## src/rtl/pcm_tx_pkg.sv

```systemverilog
package pcm_tx_pkg;

    localparam int WORD_MAX = 24;
    localparam int BIT_W    = $clog2(WORD_MAX + 1);

    typedef enum logic [1:0] {
        FMT_I2S  = 2'd0,
        FMT_LJ   = 2'd1,
        FMT_DSPA = 2'd2,
        FMT_DSPB = 2'd3
    } fmt_e;

    typedef struct packed {
        fmt_e       fmt;
        logic [1:0] wlen;
        logic       sck_inv;
        logic       fs_inv;
    } tx_cfg_t;

    // Bits per word for a length code.
    function automatic logic [BIT_W-1:0] word_bits(input logic [1:0] code);
        case (code)
            2'd0:    return BIT_W'(16);
            2'd1:    return BIT_W'(20);
            default: return BIT_W'(24);
        endcase
    endfunction

    // Move a right-aligned word so that its MSB lands in the top bit.
    function automatic logic [WORD_MAX-1:0] left_align(input logic [WORD_MAX-1:0] w,
                                                       input logic [1:0] code);
        case (code)
            2'd0:    return w << 8;
            2'd1:    return w << 4;
            default: return w;
        endcase
    endfunction

    // Styles whose sync leads the first data bit by one bit period.
    function automatic logic lead_sync(input fmt_e f);
        return (f == FMT_I2S) || (f == FMT_DSPA);
    endfunction

    // Styles whose sync is active low before optional inversion.
    function automatic logic low_active(input fmt_e f);
        return (f == FMT_I2S);
    endfunction

endpackage

```

## src/rtl/pcm_tx_sync.sv

```systemverilog
module pcm_tx_sync #(
    parameter int STAGES = 2
) (
    input  logic clk,
    input  logic rst,
    input  logic sck_in,
    input  logic fs_in,
    input  logic sck_inv,
    output logic launch,
    output logic fs_lvl
);
    logic [STAGES-1:0] sck_pipe;
    logic [STAGES-1:0] fs_pipe;
    logic              sck_last;

    always_ff @(posedge clk) begin
        if (rst) begin
            sck_pipe <= '0;
            fs_pipe  <= '0;
            sck_last <= 1'b0;
        end else begin
            sck_pipe <= {sck_pipe[STAGES-2:0], sck_in};
            fs_pipe  <= {fs_pipe[STAGES-2:0], fs_in};
            sck_last <= sck_pipe[STAGES-1];
        end
    end

    // The sync travels through the same number of stages as the bit clock,
    // so it is read in the same cycle that the edge is seen.
    assign launch = sck_inv ? ( sck_pipe[STAGES-1] & ~sck_last)
                            : (~sck_pipe[STAGES-1] &  sck_last);
    assign fs_lvl = fs_pipe[STAGES-1];

endmodule

```

## src/rtl/pcm_tx_fifo.sv

```systemverilog
module pcm_tx_fifo #(
    parameter int W     = 24,
    parameter int DEPTH = 4,
    localparam int PW   = (DEPTH > 1) ? $clog2(DEPTH) : 1,
    localparam int CW   = $clog2(DEPTH + 1)
) (
    input  logic          clk,
    input  logic          rst,
    input  logic          push,
    input  logic [W-1:0]  wdata,
    input  logic          pop,
    output logic [W-1:0]  rdata,
    output logic          empty,
    output logic          full,
    output logic [CW-1:0] count
);
    logic [W-1:0]  mem [DEPTH];
    logic [PW-1:0] wr_ptr;
    logic [PW-1:0] rd_ptr;

    function automatic logic [PW-1:0] bump(input logic [PW-1:0] p);
        return (p == PW'(DEPTH - 1)) ? '0 : p + PW'(1);
    endfunction

    always_ff @(posedge clk) begin
        if (push) mem[wr_ptr] <= wdata;
    end

    always_ff @(posedge clk) begin
        if (rst) begin
            wr_ptr <= '0;
            rd_ptr <= '0;
            count  <= '0;
        end else begin
            if (push) wr_ptr <= bump(wr_ptr);
            if (pop)  rd_ptr <= bump(rd_ptr);
            case ({push, pop})
                2'b10:   count <= count + CW'(1);
                2'b01:   count <= count - CW'(1);
                default: count <= count;
            endcase
        end
    end

    assign rdata = mem[rd_ptr];
    assign empty = (count == '0);
    assign full  = (count == CW'(DEPTH));

endmodule

```

## src/rtl/pcm_tx_engine.sv

```systemverilog
module pcm_tx_engine
    import pcm_tx_pkg::*;
#(
    parameter int MAX_SLOTS = 8,
    localparam int SLOT_W   = $clog2(MAX_SLOTS)
) (
    input  logic                clk,
    input  logic                rst,
    input  logic                port_en,
    input  tx_cfg_t             cfg,
    input  logic [SLOT_W-1:0]   slots_m1,
    input  logic [MAX_SLOTS-1:0] slot_mask,
    input  logic                launch,
    input  logic                fs_lvl,
    input  logic                fifo_empty,
    input  logic [WORD_MAX-1:0] fifo_data,
    output logic                fifo_pop,
    output logic                sd,
    output logic                underrun
);
    logic                active_q;
    logic                pend_q;
    logic                prev_act_q;
    logic [SLOT_W-1:0]   slot_q;
    logic [BIT_W-1:0]    bit_q;
    logic [WORD_MAX-1:0] shreg_q;

    logic                fs_act;
    logic                start_edge;
    logic                start_now;
    logic [BIT_W-1:0]    wl_m1;
    logic                last_bit;
    logic                last_slot;
    logic [SLOT_W-1:0]   next_slot;
    logic                begin_slot;
    logic                slot_live;

    always_comb begin
        fs_act     = fs_lvl ^ low_active(cfg.fmt) ^ cfg.fs_inv;
        start_edge = fs_act & ~prev_act_q;
        start_now  = lead_sync(cfg.fmt) ? pend_q : start_edge;
        wl_m1      = word_bits(cfg.wlen) - BIT_W'(1);
        last_bit   = (bit_q == wl_m1);
        last_slot  = (slot_q == slots_m1);
        next_slot  = start_now ? '0 : slot_q + SLOT_W'(1);
        begin_slot = launch & port_en &
                     (start_now | (active_q & last_bit & ~last_slot));
        slot_live  = ~slot_mask[next_slot];
        fifo_pop   = begin_slot & slot_live & ~fifo_empty;
    end

    always_ff @(posedge clk) begin
        if (rst) begin
            active_q   <= 1'b0;
            pend_q     <= 1'b0;
            prev_act_q <= 1'b0;
            slot_q     <= '0;
            bit_q      <= '0;
            shreg_q    <= '0;
            underrun   <= 1'b0;
        end else begin
            if (launch) prev_act_q <= fs_act;
            if (!port_en) begin
                active_q <= 1'b0;
                pend_q   <= 1'b0;
                slot_q   <= '0;
                bit_q    <= '0;
                shreg_q  <= '0;
            end else if (launch) begin
                pend_q <= lead_sync(cfg.fmt) & start_edge;
                if (begin_slot) begin
                    active_q <= 1'b1;
                    slot_q   <= next_slot;
                    bit_q    <= '0;
                    shreg_q  <= fifo_pop ? left_align(fifo_data, cfg.wlen) : '0;
                    if (slot_live && fifo_empty) underrun <= 1'b1;
                end else if (active_q) begin
                    if (last_bit) begin
                        active_q <= 1'b0;
                    end else begin
                        bit_q   <= bit_q + BIT_W'(1);
                        shreg_q <= shreg_q << 1;
                    end
                end
            end
        end
    end

    assign sd = active_q & shreg_q[WORD_MAX-1];

endmodule

```

## src/rtl/pcm_serial_tx.sv

```systemverilog
module pcm_serial_tx
    import pcm_tx_pkg::*;
#(
    parameter int FIFO_DEPTH  = 4,
    parameter int MAX_SLOTS   = 8,
    parameter int SYNC_STAGES = 2
) (
    input  logic                         clk,
    input  logic                         rst,
    input  logic                         port_en,
    input  logic                         cfg_wr,
    input  logic [1:0]                   cfg_fmt,
    input  logic [1:0]                   cfg_wlen,
    input  logic                         cfg_sck_inv,
    input  logic                         cfg_fs_inv,
    input  logic [$clog2(MAX_SLOTS)-1:0] cfg_slots_m1,
    input  logic [MAX_SLOTS-1:0]         cfg_slot_mask,
    input  logic                         in_valid,
    input  logic [WORD_MAX-1:0]          in_data,
    output logic                         in_ready,
    input  logic                         sck_in,
    input  logic                         fs_in,
    output logic                         sd_out,
    output logic                         underrun
);
    localparam int SLOT_W = $clog2(MAX_SLOTS);
    localparam int CNT_W  = $clog2(FIFO_DEPTH + 1);
    localparam int CFG_W  = $bits(tx_cfg_t) + SLOT_W + MAX_SLOTS;

    tx_cfg_t               cfg_q;
    logic [SLOT_W-1:0]     slots_q;
    logic [MAX_SLOTS-1:0]  mask_q;

    logic                  launch;
    logic                  fs_lvl;
    logic                  fifo_push;
    logic                  fifo_pop;
    logic                  fifo_empty;
    logic                  fifo_full;
    logic [WORD_MAX-1:0]   fifo_data;
    logic [CNT_W-1:0]      fifo_cnt;
    logic [CFG_W-1:0]      cfg_state;

    always_ff @(posedge clk) begin
        if (rst) begin
            cfg_q   <= '{fmt: FMT_I2S, wlen: 2'd0, sck_inv: 1'b0, fs_inv: 1'b0};
            slots_q <= SLOT_W'(1);
            mask_q  <= '0;
        end else if (cfg_wr && !port_en) begin
            cfg_q   <= '{fmt: fmt_e'(cfg_fmt), wlen: cfg_wlen,
                         sck_inv: cfg_sck_inv, fs_inv: cfg_fs_inv};
            slots_q <= cfg_slots_m1;
            mask_q  <= cfg_slot_mask;
        end
    end

    assign cfg_state = {cfg_q, slots_q, mask_q};
    assign fifo_push = in_valid & ~fifo_full;
    assign in_ready  = ~fifo_full;

    pcm_tx_sync #(.STAGES(SYNC_STAGES)) u_sync (
        .clk     (clk),
        .rst     (rst),
        .sck_in  (sck_in),
        .fs_in   (fs_in),
        .sck_inv (cfg_q.sck_inv),
        .launch  (launch),
        .fs_lvl  (fs_lvl)
    );

    pcm_tx_fifo #(.W(WORD_MAX), .DEPTH(FIFO_DEPTH)) u_fifo (
        .clk   (clk),
        .rst   (rst),
        .push  (fifo_push),
        .wdata (in_data),
        .pop   (fifo_pop),
        .rdata (fifo_data),
        .empty (fifo_empty),
        .full  (fifo_full),
        .count (fifo_cnt)
    );

    pcm_tx_engine #(.MAX_SLOTS(MAX_SLOTS)) u_engine (
        .clk        (clk),
        .rst        (rst),
        .port_en    (port_en),
        .cfg        (cfg_q),
        .slots_m1   (slots_q),
        .slot_mask  (mask_q),
        .launch     (launch),
        .fs_lvl     (fs_lvl),
        .fifo_empty (fifo_empty),
        .fifo_data  (fifo_data),
        .fifo_pop   (fifo_pop),
        .sd         (sd_out),
        .underrun   (underrun)
    );

endmodule

```

## config.mk

```make
export PLATFORM = sky130hd
export DESIGN_NAME = pcm_serial_tx
export DESIGN_NICKNAME = d
export VERILOG_FILES = /design/src/rtl/pcm_tx_pkg.sv /design/src/rtl/pcm_tx_sync.sv /design/src/rtl/pcm_tx_fifo.sv /design/src/rtl/pcm_tx_engine.sv /design/src/rtl/pcm_serial_tx.sv
export SDC_FILE = /design/constraint.sdc
export NUM_CORES = 1
export LEC_CHECK = 0
export ABC_AREA = 1
export BUFFER_PORTS_ARGS = -buffer_cell sky130_fd_sc_hd__buf_2
export CORE_ASPECT_RATIO = 0.5
export CORE_MARGIN = 2
export CORE_UTILIZATION = 39
export DETAILED_ROUTE_END_ITERATION = 16
export GPL_TIMING_DRIVEN = 1
export SLEW_MARGIN = 10
export SYNTH_ARGS = -nofsm -noshare
export SYNTH_HDL_FRONTEND = slang
export SYNTH_SLANG_ARGS = --single-unit
```

## constraint.sdc

```tcl
create_clock -name clk -period 4.8 [get_ports clk]
set_input_delay 1.2 -clock clk [delete_from_list [all_inputs] [get_ports clk]]
set_output_delay 1.2 -clock clk [all_outputs]
set_load 0.02 [all_outputs]
```

==> run summary, run 1 <==
Layout area overhead: 14.5%
synthesis warning total: 0
cts hold-fix bufs: 0
n_diodes: 0
Max-slew headroom: 40.4%
Num CTS Buffers: 17
htree depth: 4
Yosys top cell area share: 40.6%
area leader, netlist: edfxtp_1
RSZ-0062 raised after global routing: false
Mapped Area: 0.00710 mm2
Post-DP HPWL: 10.1 mm
row count: 34
first-pass GRT wire length: 26.6 mm
VDD IR max: 196 uV
critical path capture point type: flip-flop
worst skew pair latency: 430 ps
PnR worst setup slack: 1420 ps
Fin. Hold Viols: 0
Die H: 99.4 um
final period demand of the worst path: 3380 ps
slowest CP cell: fa_1
max-slew violations: 0
setup TNS: 0 ps
final setup vio count: 0
power per cell area: 388 mW/mm2
Startpoint Class: flip-flop
FMAX: 296 MHz
number of DRC markers in iteration 0: 484
top-count cell post-synth: nand2_1
Post-Route WL: 16.2 mm
required time worst endpoint: 5110 ps
Post-Synthesis Cells: 740
Post-synth top flop: edfxtp_1
Crit Path Category: reg2reg
Tcrit/Tclk final: 70.4%
vias in the first global route: 5076
antenna viol nets, final: 0
Die Footprint: 0.0194 mm2
Wirelength per Cell: 15.8 um
setup bufs post-CTS: 0
die width: 195 um
Worst R2R Path Depth: 18
root buffer cell: clkbuf_16
Crit Path Max Fanout: 30
max_cap viols: 0
DR DRC count: 0
via count: 5297
fill cell count: 1705
Total Routing Usage GR: 17.7%
Synth cell types: 37
Top Ports: 51
Critical Path AT: 3690 ps
flops & latches, synth: 163
Nets: 833
Worst Skew: 8.63 ps
sequential fraction of the synthesis area: 59.5%
Synth async-reset ratio: 0%
synth top area cells: edfxtp_1 41%, dfxtp_1 19%, nand2_1 6.8%
Commonest cells post-synth: 128 x nand2_1, 96 x edfxtp_1, 88 x o21ai_0
layout cells sized above 1: 16.1%
Syn Area/Cell: 9.59 um2
Initial Utilization: 40.3%
worst hold stages: 2
Pre-Repair DR Iteration Count: 5
core footprint: 0.0176 mm2
Place WS: 1180 ps
Critical Path, Cell by Cell: inv_4 > nand2_2 > nand2_1 > nand3_1 > nor2_1 > nand3_1 > nand2_2 > nand2_2 > nor2_4 > nand3_2 > a21oi_1 > ha_1 > inv_1 > fa_1 > a21oi_1 > o21ai_0 > o21ai_0 > a21oi_1
outcome: finished, final reports clean
initial antenna violation count: 1
syn nets: 797
CTS tree: done
worst min path class: reg2reg
largest net degree at the start of global routing: 50
clock sinks: 163
actual slew at the worst max-slew pin: 890 ps
GPL Wtd Cong: 0.802
global route overflow: 0
port buffer count: 50
clock-pin slew on the worst setup and hold paths: 70 ps
Vias per Instance: 5.18
slowest stage delay, CP: 380 ps
leak pwr: 3.08 nW
post-CTS sizing: 0
Max Root-Sink Buffers: 2
Post-synth EDFFs: 96
[final timing paths]
path | from | end | slack, ps
worst max-delay path | cfg_q[3] | u_fifo.count[2] | 1420
worst min-delay path | u_sync.sck_pipe[0] | u_sync.sck_pipe[1] | 400
worst max register to register | cfg_q[3] | u_fifo.count[2] | 1420
worst min register to register | u_sync.sck_pipe[0] | u_sync.sck_pipe[1] | 400
[power by group]
part | switching (mW) | internal (mW) | leakage [nW]
combinational | 0.155 | 0.0671 | 1.37
sequential | 0.0165 | 1.54 | 1.43
clock | 0.595 | 0.781 | 0.285
[final cells by class]
class                      count  area [um2]  area share, %
timing repair buffer          56         295           3.63
inverter                      57         216           2.66
clock inverter                14         170           2.09
clock buffer                  17         425           5.23
tap                          234         293           3.60
multi-input combinational    481        2500           30.8
sequential                   163        4220           52.0
[layer usage]
layer,vias up,part of all wire [%],GRT usage (%)
met1,2502,50,24.7
met2,122,44,27.3
met3,17,5.1,5.09
met5,-,0.043,0
met4,2,0.78,4.70
li1,2654,-,-
[sequential cells by signal (all words and copies together), names as in the netlist, 3 cells and up, named ones only]
register and cells:
u_fifo.count 3, u_fifo.mem 96, cfg_q 6, u_engine.shreg_q 24, u_engine.bit_q 5, u_engine.slot_q 3
slots_q 3, mask_q 8
[cells by family after synthesis]
kind of cell,synth area share (%)
flip-flops,59.5
AND/OR/NAND/NOR,18.2
AO/OA/AOI/OAI,14.9
buffers and inverters,5.54
adder cells (fa/ha/maj),1.69
XOR/XNOR,0.123
[metrics by stage]
| step | hold slack (ps) | instances | utilization (%) | total power, mW | cell area [um2] |
|---|---|---|---|---|---|
| 6_report | 404 | 1022 | 46.1 | 3.15 | 8130 |
| 5_1_grt | 419 | 1022 | 46.1 | 3.28 | 8130 |
| 4_1_cts | 406 | 1022 | 46.1 | 3.18 | 8130 |
| 3_5_place_dp | 397 | 991 | 42.8 | 1.80 | 7530 |
| 3_3_place_gp | 390 | 991 | 42.8 | 1.80 | 7530 |
| 2_1_floorplan | 388 | 740 | - | 1.72 | 7100 |
[cells in the final DEF (no fill, tap or decap), types with 3 or more instances in the layout]
| cell | n |
|---|---|
| a211oi_1 | 3 |
| a21oi_1 | 53 |
| a21oi_2 | 10 |
| a221oi_1 | 4 |
| a32o_1 | 3 |
| buf_2 | 50 |
| buf_4 | 6 |
| clkbuf_16 | 17 |
| dfxtp_1 | 67 |
| edfxtp_1 | 96 |
| ha_1 | 8 |
| inv_1 | 52 |
| inv_2 | 3 |
| inv_6 | 5 |
| nand2_1 | 128 |
| nand2_2 | 7 |
| nand3_1 | 66 |
| nand3_2 | 12 |
| nand4_1 | 5 |
| nor2_1 | 59 |
| nor2_4 | 4 |
| o21ai_0 | 88 |
| o221ai_1 | 12 |
| o22a_1 | 3 |
| o22ai_1 | 5 |
| or2_2 | 3 |
[worst max-delay path, delay by kind of cell, from the launching register on]
| family | cells | cell delay, ps |
|---|---|---|
| buffers and inverters | 2 | 310 |
| and+or+nand+nor | 9 | 1420 |
| AOI/OAI and AO/OA | 5 | 620 |
| DFF | 1 | 360 |
| adders and majority gates | 2 | 550 |
(Power assumes the default switching activity.)
==> run 2: changes to the inputs <==
==> constraint.sdc (replaced) <==
create_clock -name clk -period 3.05 [get_ports clk]
set_input_delay 0.7625 -clock clk [delete_from_list [all_inputs] [get_ports clk]]
set_output_delay 0.7625 -clock clk [all_outputs]
set_load 0.02 [all_outputs]
==> run summary, run 2 (synthesized netlist as in run 1, its figures left out) <==
outcome: finished, final reports clean
Wirelength per Cell: 15.5 um
Top reg by flops: u_fifo.mem
PnR worst setup slack: 323 ps
final period demand of the worst path: 2730 ps
root buffer cell: clkbuf_16
row count: 34
first-pass GRT wire length: 26.1 mm
Nets: 844
via count: 5310
die width: 195 um
htree depth: 4
worst skew pair latency: 430 ps
DR DRC count: 0
cts hold-fix bufs: 0
FF-to-FF setup slack: 320 ps
critical path capture point type: flip-flop
CTS tree: done
setup TNS: 0 ps
Top Ports: 51
Die Footprint: 0.0194 mm2
Pre-Repair DR Iteration Count: 5
met3 usage: 4.17%
grt met1 use: 24.4%
Placed Area: 0.00760 mm2
Max Root-Sink Buffers: 2
actual slew at the worst max-slew pin: 670 ps
most used routing layer: met2
GPL Wtd Cong: 0.798
Initial Utilization: 40.3%
most frequent cells in the layout: 128 x nand2_1, 96 x edfxtp_1, 88 x o21ai_0
Critical Path AT: 3040 ps
Place WS: 263 ps
clock-pin slew on the worst setup and hold paths: 70 ps
vias in the first global route: 5035
Die H: 99.4 um
post-CTS sizing: 0
Largest regs: u_fifo.mem: 96 flops, u_engine.shreg_q: 24 flops, mask_q: 8 flops
Layout area overhead: 15.8%
final setup vio count: 0
Max-slew headroom: 55.2%
Num CTS Buffers: 17
port buffer count: 50
worst min path class: reg2reg
max-slew violations: 0
initial antenna violation count: 2
final instance area: 0.00821 mm2
max_cap viols: 0
commonest non-fill, non-tap cell in the layout: nand2_1
Post-DP HPWL: 10.2 mm
Largest register FFs: 96
Tcrit/Tclk final: 89.4%
leak pwr: 3.14 nW
clock sinks: 163
antenna viol nets, final: 0
Vias per Instance: 5.14
power per cell area: 607 mW/mm2
core footprint: 0.0176 mm2
M2 GR Usage: 26.3%
Post-Route WL: 16.1 mm
global route overflow: 0
layout cells sized above 1: 17.5%
RSZ-0062 raised after global routing: false
Hold WS: 407 ps
number of DRC markers in iteration 0: 483
required time worst endpoint: 3360 ps
Worst Skew: 12.8 ps
Crit Path Max Fanout: 8
Crit Path Category: reg2reg
Startpoint Class: flip-flop
setup bufs post-CTS: 0
largest net degree at the start of global routing: 49
FMAX: 367 MHz
Fin. Hold Viols: 0
fill cell count: 1661
VDD IR max: 385 uV
n_diodes: 0
Total Routing Usage GR: 17.2%
==> run 2: cell count changes in the layout (fill, tap and decap cells not counted), moves of 3 or more <==
cell / delta
buf_4: +11
clkinv_8: +3
nor2_2: +3
nor2_4: -3
==> run 2: layer usage <==
| layer | share of wire (%) | up-vias |
|---|---|---|
| met3 | 5.4 | 16 |
| met1 | 51 | 2475 |
| met4 | 0.94 | 4 |
| met5 | 0.15 | - |
| li1 | - | 2671 |
| met2 | 43 | 144 |
==> run 2: cell type report <==
class / instances / area [um2] / area share, %
Clock buffer: 17 / 425 / 5.18
Clock inverter: 15 / 189 / 2.30
Inverter: 57 / 216 / 2.64
Multi-Input combinational cell: 481 / 2490 / 30.3
Sequential cell: 163 / 4220 / 51.4
Tap cell: 234 / 293 / 3.56
Timing Repair Buffer: 67 / 378 / 4.60
==> run 2: power by group <==
group / total [mW] / internal, mW / switching, mW / leakage, nW
Clock: 2.18 / 1.18 / 1.00 / 0.296
Combinational: 0.357 / 0.112 / 0.245 / 1.42
Sequential: 2.44 / 2.42 / 0.0261 / 1.43
==> run 2: critical path, cell delays in order, from the launching register on <==
cell and delay (ps):
dfxtp_1 440, inv_4 80, nand2_2 180, nand2_1 80
nand2_1 70, nand3_1 90, nor2_1 140, nand4_1 110
inv_1 70, nand3_1 90, a21oi_1 200, ha_1 170
inv_1 70, fa_1 370, a21oi_1 140, o21ai_0 110
o21ai_0 160, a21oi_1 60
==> run 2: final timing paths <==
kind / start / cells past startpoint / endpoint
max: cfg_q[3] / 17 / u_fifo.count[2]
min: u_sync.sck_pipe[0] / 2 / u_sync.sck_pipe[1]
max reg2reg: cfg_q[3] / 17 / u_fifo.count[2]
min reg2reg: u_sync.sck_pipe[0] / 2 / u_sync.sck_pipe[1]
==> run 2: per-stage QoR <==
| step | util, % | power, mW | instances |
|---|---|---|---|
| detailed placement | 43.2 | 2.85 | 1002 |
| CTS | 46.6 | 5.03 | 1034 |
| global route | 46.6 | 5.16 | 1034 |
| floorplan | - | 2.71 | 740 |
| global placement | 43.2 | 2.84 | 1002 |
| finish | 46.6 | 4.98 | 1034 |
==> run 3: changes to the inputs <==
--- a/config.mk
+++ b/config.mk
@@ -6,6 +6,7 @@
 export NUM_CORES = 1
 export LEC_CHECK = 0
 export ABC_AREA = 1
+export ABC_CLOCK_PERIOD_IN_PS = 2900
 export BUFFER_PORTS_ARGS = -buffer_cell sky130_fd_sc_hd__buf_2
 export CORE_ASPECT_RATIO = 0.5
 export CORE_MARGIN = 2
==> constraint.sdc (replaced) <==
create_clock -name clk -period 2.9 [get_ports clk]
set_input_delay 0.725 -clock clk [delete_from_list [all_inputs] [get_ports clk]]
set_output_delay 0.725 -clock clk [all_outputs]
set_load 0.02 [all_outputs]
==> run summary, run 3 (synthesized netlist as in run 1, its figures left out) <==
row count: 34
clock sinks: 163
CTS tree: done
initial antenna violation count: 2
global route overflow: 0
Max-slew headroom: 52.9%
Crit Path Max Fanout: 8
final setup vio count: 0
Top Ports: 51
Post-DP HPWL: 10.2 mm
max-slew violations: 0
GPL Wtd Cong: 0.792
FMAX: 376 MHz
fill cell count: 1683
commonest non-fill, non-tap cell in the layout: nand2_1
Wirelength per Cell: 15.6 um
clock share of power: 43.0%
Die H: 99.4 um
clock-pin slew on the worst setup and hold paths: 70 ps
cts hold-fix bufs: 0
sw power: 1.33 mW
Layout area overhead: 15.9%
worst min path class: reg2reg
RR Startpoint: cfg_q[2]
via count: 5380
htree depth: 4
internal cell power: 3.84 mW
Hold Crit Start: u_sync.fs_pipe[0]
leak pwr: 3.16 nW
PnR worst setup slack: 243 ps
root buffer cell: clkbuf_16
placed insts: 1005
Vias per Instance: 5.19
power per cell area: 630 mW/mm2
actual slew at the worst max-slew pin: 702 ps
Place WS: 186 ps
vias in the first global route: 4998
Largest regs: u_fifo.mem: 96 flops, u_engine.shreg_q: 24 flops, mask_q: 8 flops
DR DRC count: 0
Tcrit/Tclk final: 91.6%
die width: 195 um
number of DRC markers in iteration 0: 424
combinational share of power: 7.3%
first-pass GRT wire length: 26.4 mm
Top reg by flops: u_fifo.mem
switching part of the total: 25.8%
post-layout util: 46.7%
worst hold stages: 2
outcome: finished, final reports clean
Post-Route WL: 16.2 mm
largest net degree at the start of global routing: 49
Crit Path Category: reg2reg
port buffer count: 50
core footprint: 0.0176 mm2
RR Endpoint: u_fifo.count[2]
critical path capture point type: flip-flop
Nets: 847
Worst R2R Path Depth: 17
FF-to-FF setup slack: 240 ps
Sequential Power Share: 49.6%
Die Footprint: 0.0194 mm2
Min-Delay Endpoint: u_sync.fs_pipe[1]
Pre-Repair DR Iteration Count: 5
Fin. Hold Viols: 0
Max Root-Sink Buffers: 2
n_diodes: 0
required time worst endpoint: 3210 ps
Total Routing Usage GR: 17.6%
worst skew pair latency: 430 ps
Startpoint Class: flip-flop
Hold WS: 402 ps
Worst Skew: 9.36 ps
most frequent cells in the layout: 128 x nand2_1, 96 x edfxtp_1, 88 x o21ai_0
Critical Path AT: 2970 ps
max_cap viols: 0
VDD IR max: 376 uV
Num CTS Buffers: 17
Largest register FFs: 96
final period demand of the worst path: 2660 ps
layout cells sized above 1: 18.2%
final cell count without fillers: 1037
antenna viol nets, final: 0
Initial Utilization: 40.3%
run 3: how the worst max path moves through the flow:
stage / start / endpoint / slack (ps)
finish: cfg_q[2] / u_fifo.count[2] / 240
global route: cfg_q[4] / u_fifo.count[2] / -9
floorplan: port_en / u_fifo.count[2] / 500
detailed placement: port_en / u_fifo.count[2] / 190
global placement: port_en / u_fifo.count[2] / 220
CTS: cfg_q[4] / u_fifo.count[2] / 220
run 3: final cells by class:
class,instances,area [um2],area share (%)
sequential,163,4230,51.4
multi-input combinational,481,2490,30.3
clock buffer,18,439,5.34
timing repair buffer,70,400,4.87
tap,234,293,3.56
inverter,57,216,2.63
clock inverter,14,155,1.89
run 3: worst max-delay path: stages, from the launching register on:
cell and delay, ps:
dfxtp_1 420, inv_2 60, nand2_2 170, nand2_1 80, nand2_1 70, nand3_1 90, nor2_1 130, nand4_1 100
inv_1 70, nand3_1 110, a21oi_1 180, ha_1 150, inv_1 70, fa_1 390, a21oi_1 140, o21ai_0 110
o21ai_0 150, a21oi_1 60
run 3: stage by stage:
step / power [mW] / instance area [um2] / TNS, ps
after CTS: 5.23 / 8220 / 0
after floorplan: 2.85 / 7100 / 0
after global routing: 5.38 / 8220 / -8.58
after global placement: 2.99 / 7620 / 0
after detailed placement: 3.00 / 7620 / 0
final: 5.18 / 8220 / 0
run 3: what timing repair did:
action / in CTS / in global routing
resized for setup: 0 / 3
buffers inserted: 0 / 0
setup endpoints to repair: 0 / 1
run 3: layer usage:
metal	share of wire (%)	track usage, %	up-vias
met4	1.5	5.75	4
met5	0.15	0	-
met3	5.9	4.68	24
li1	-	-	2683
met2	43	27.2	154
met1	49	24.3	2515
run 3: power by group through the flow:
stage	clock, mW	sequential, mW	combinational, mW
2_1_floorplan	0	2.62	0.236
3_3_place_gp	0	2.62	0.372
3_5_place_dp	0	2.62	0.375
4_1_cts	2.28	2.57	0.380
5_1_grt	2.38	2.58	0.428
6_report	2.23	2.57	0.379
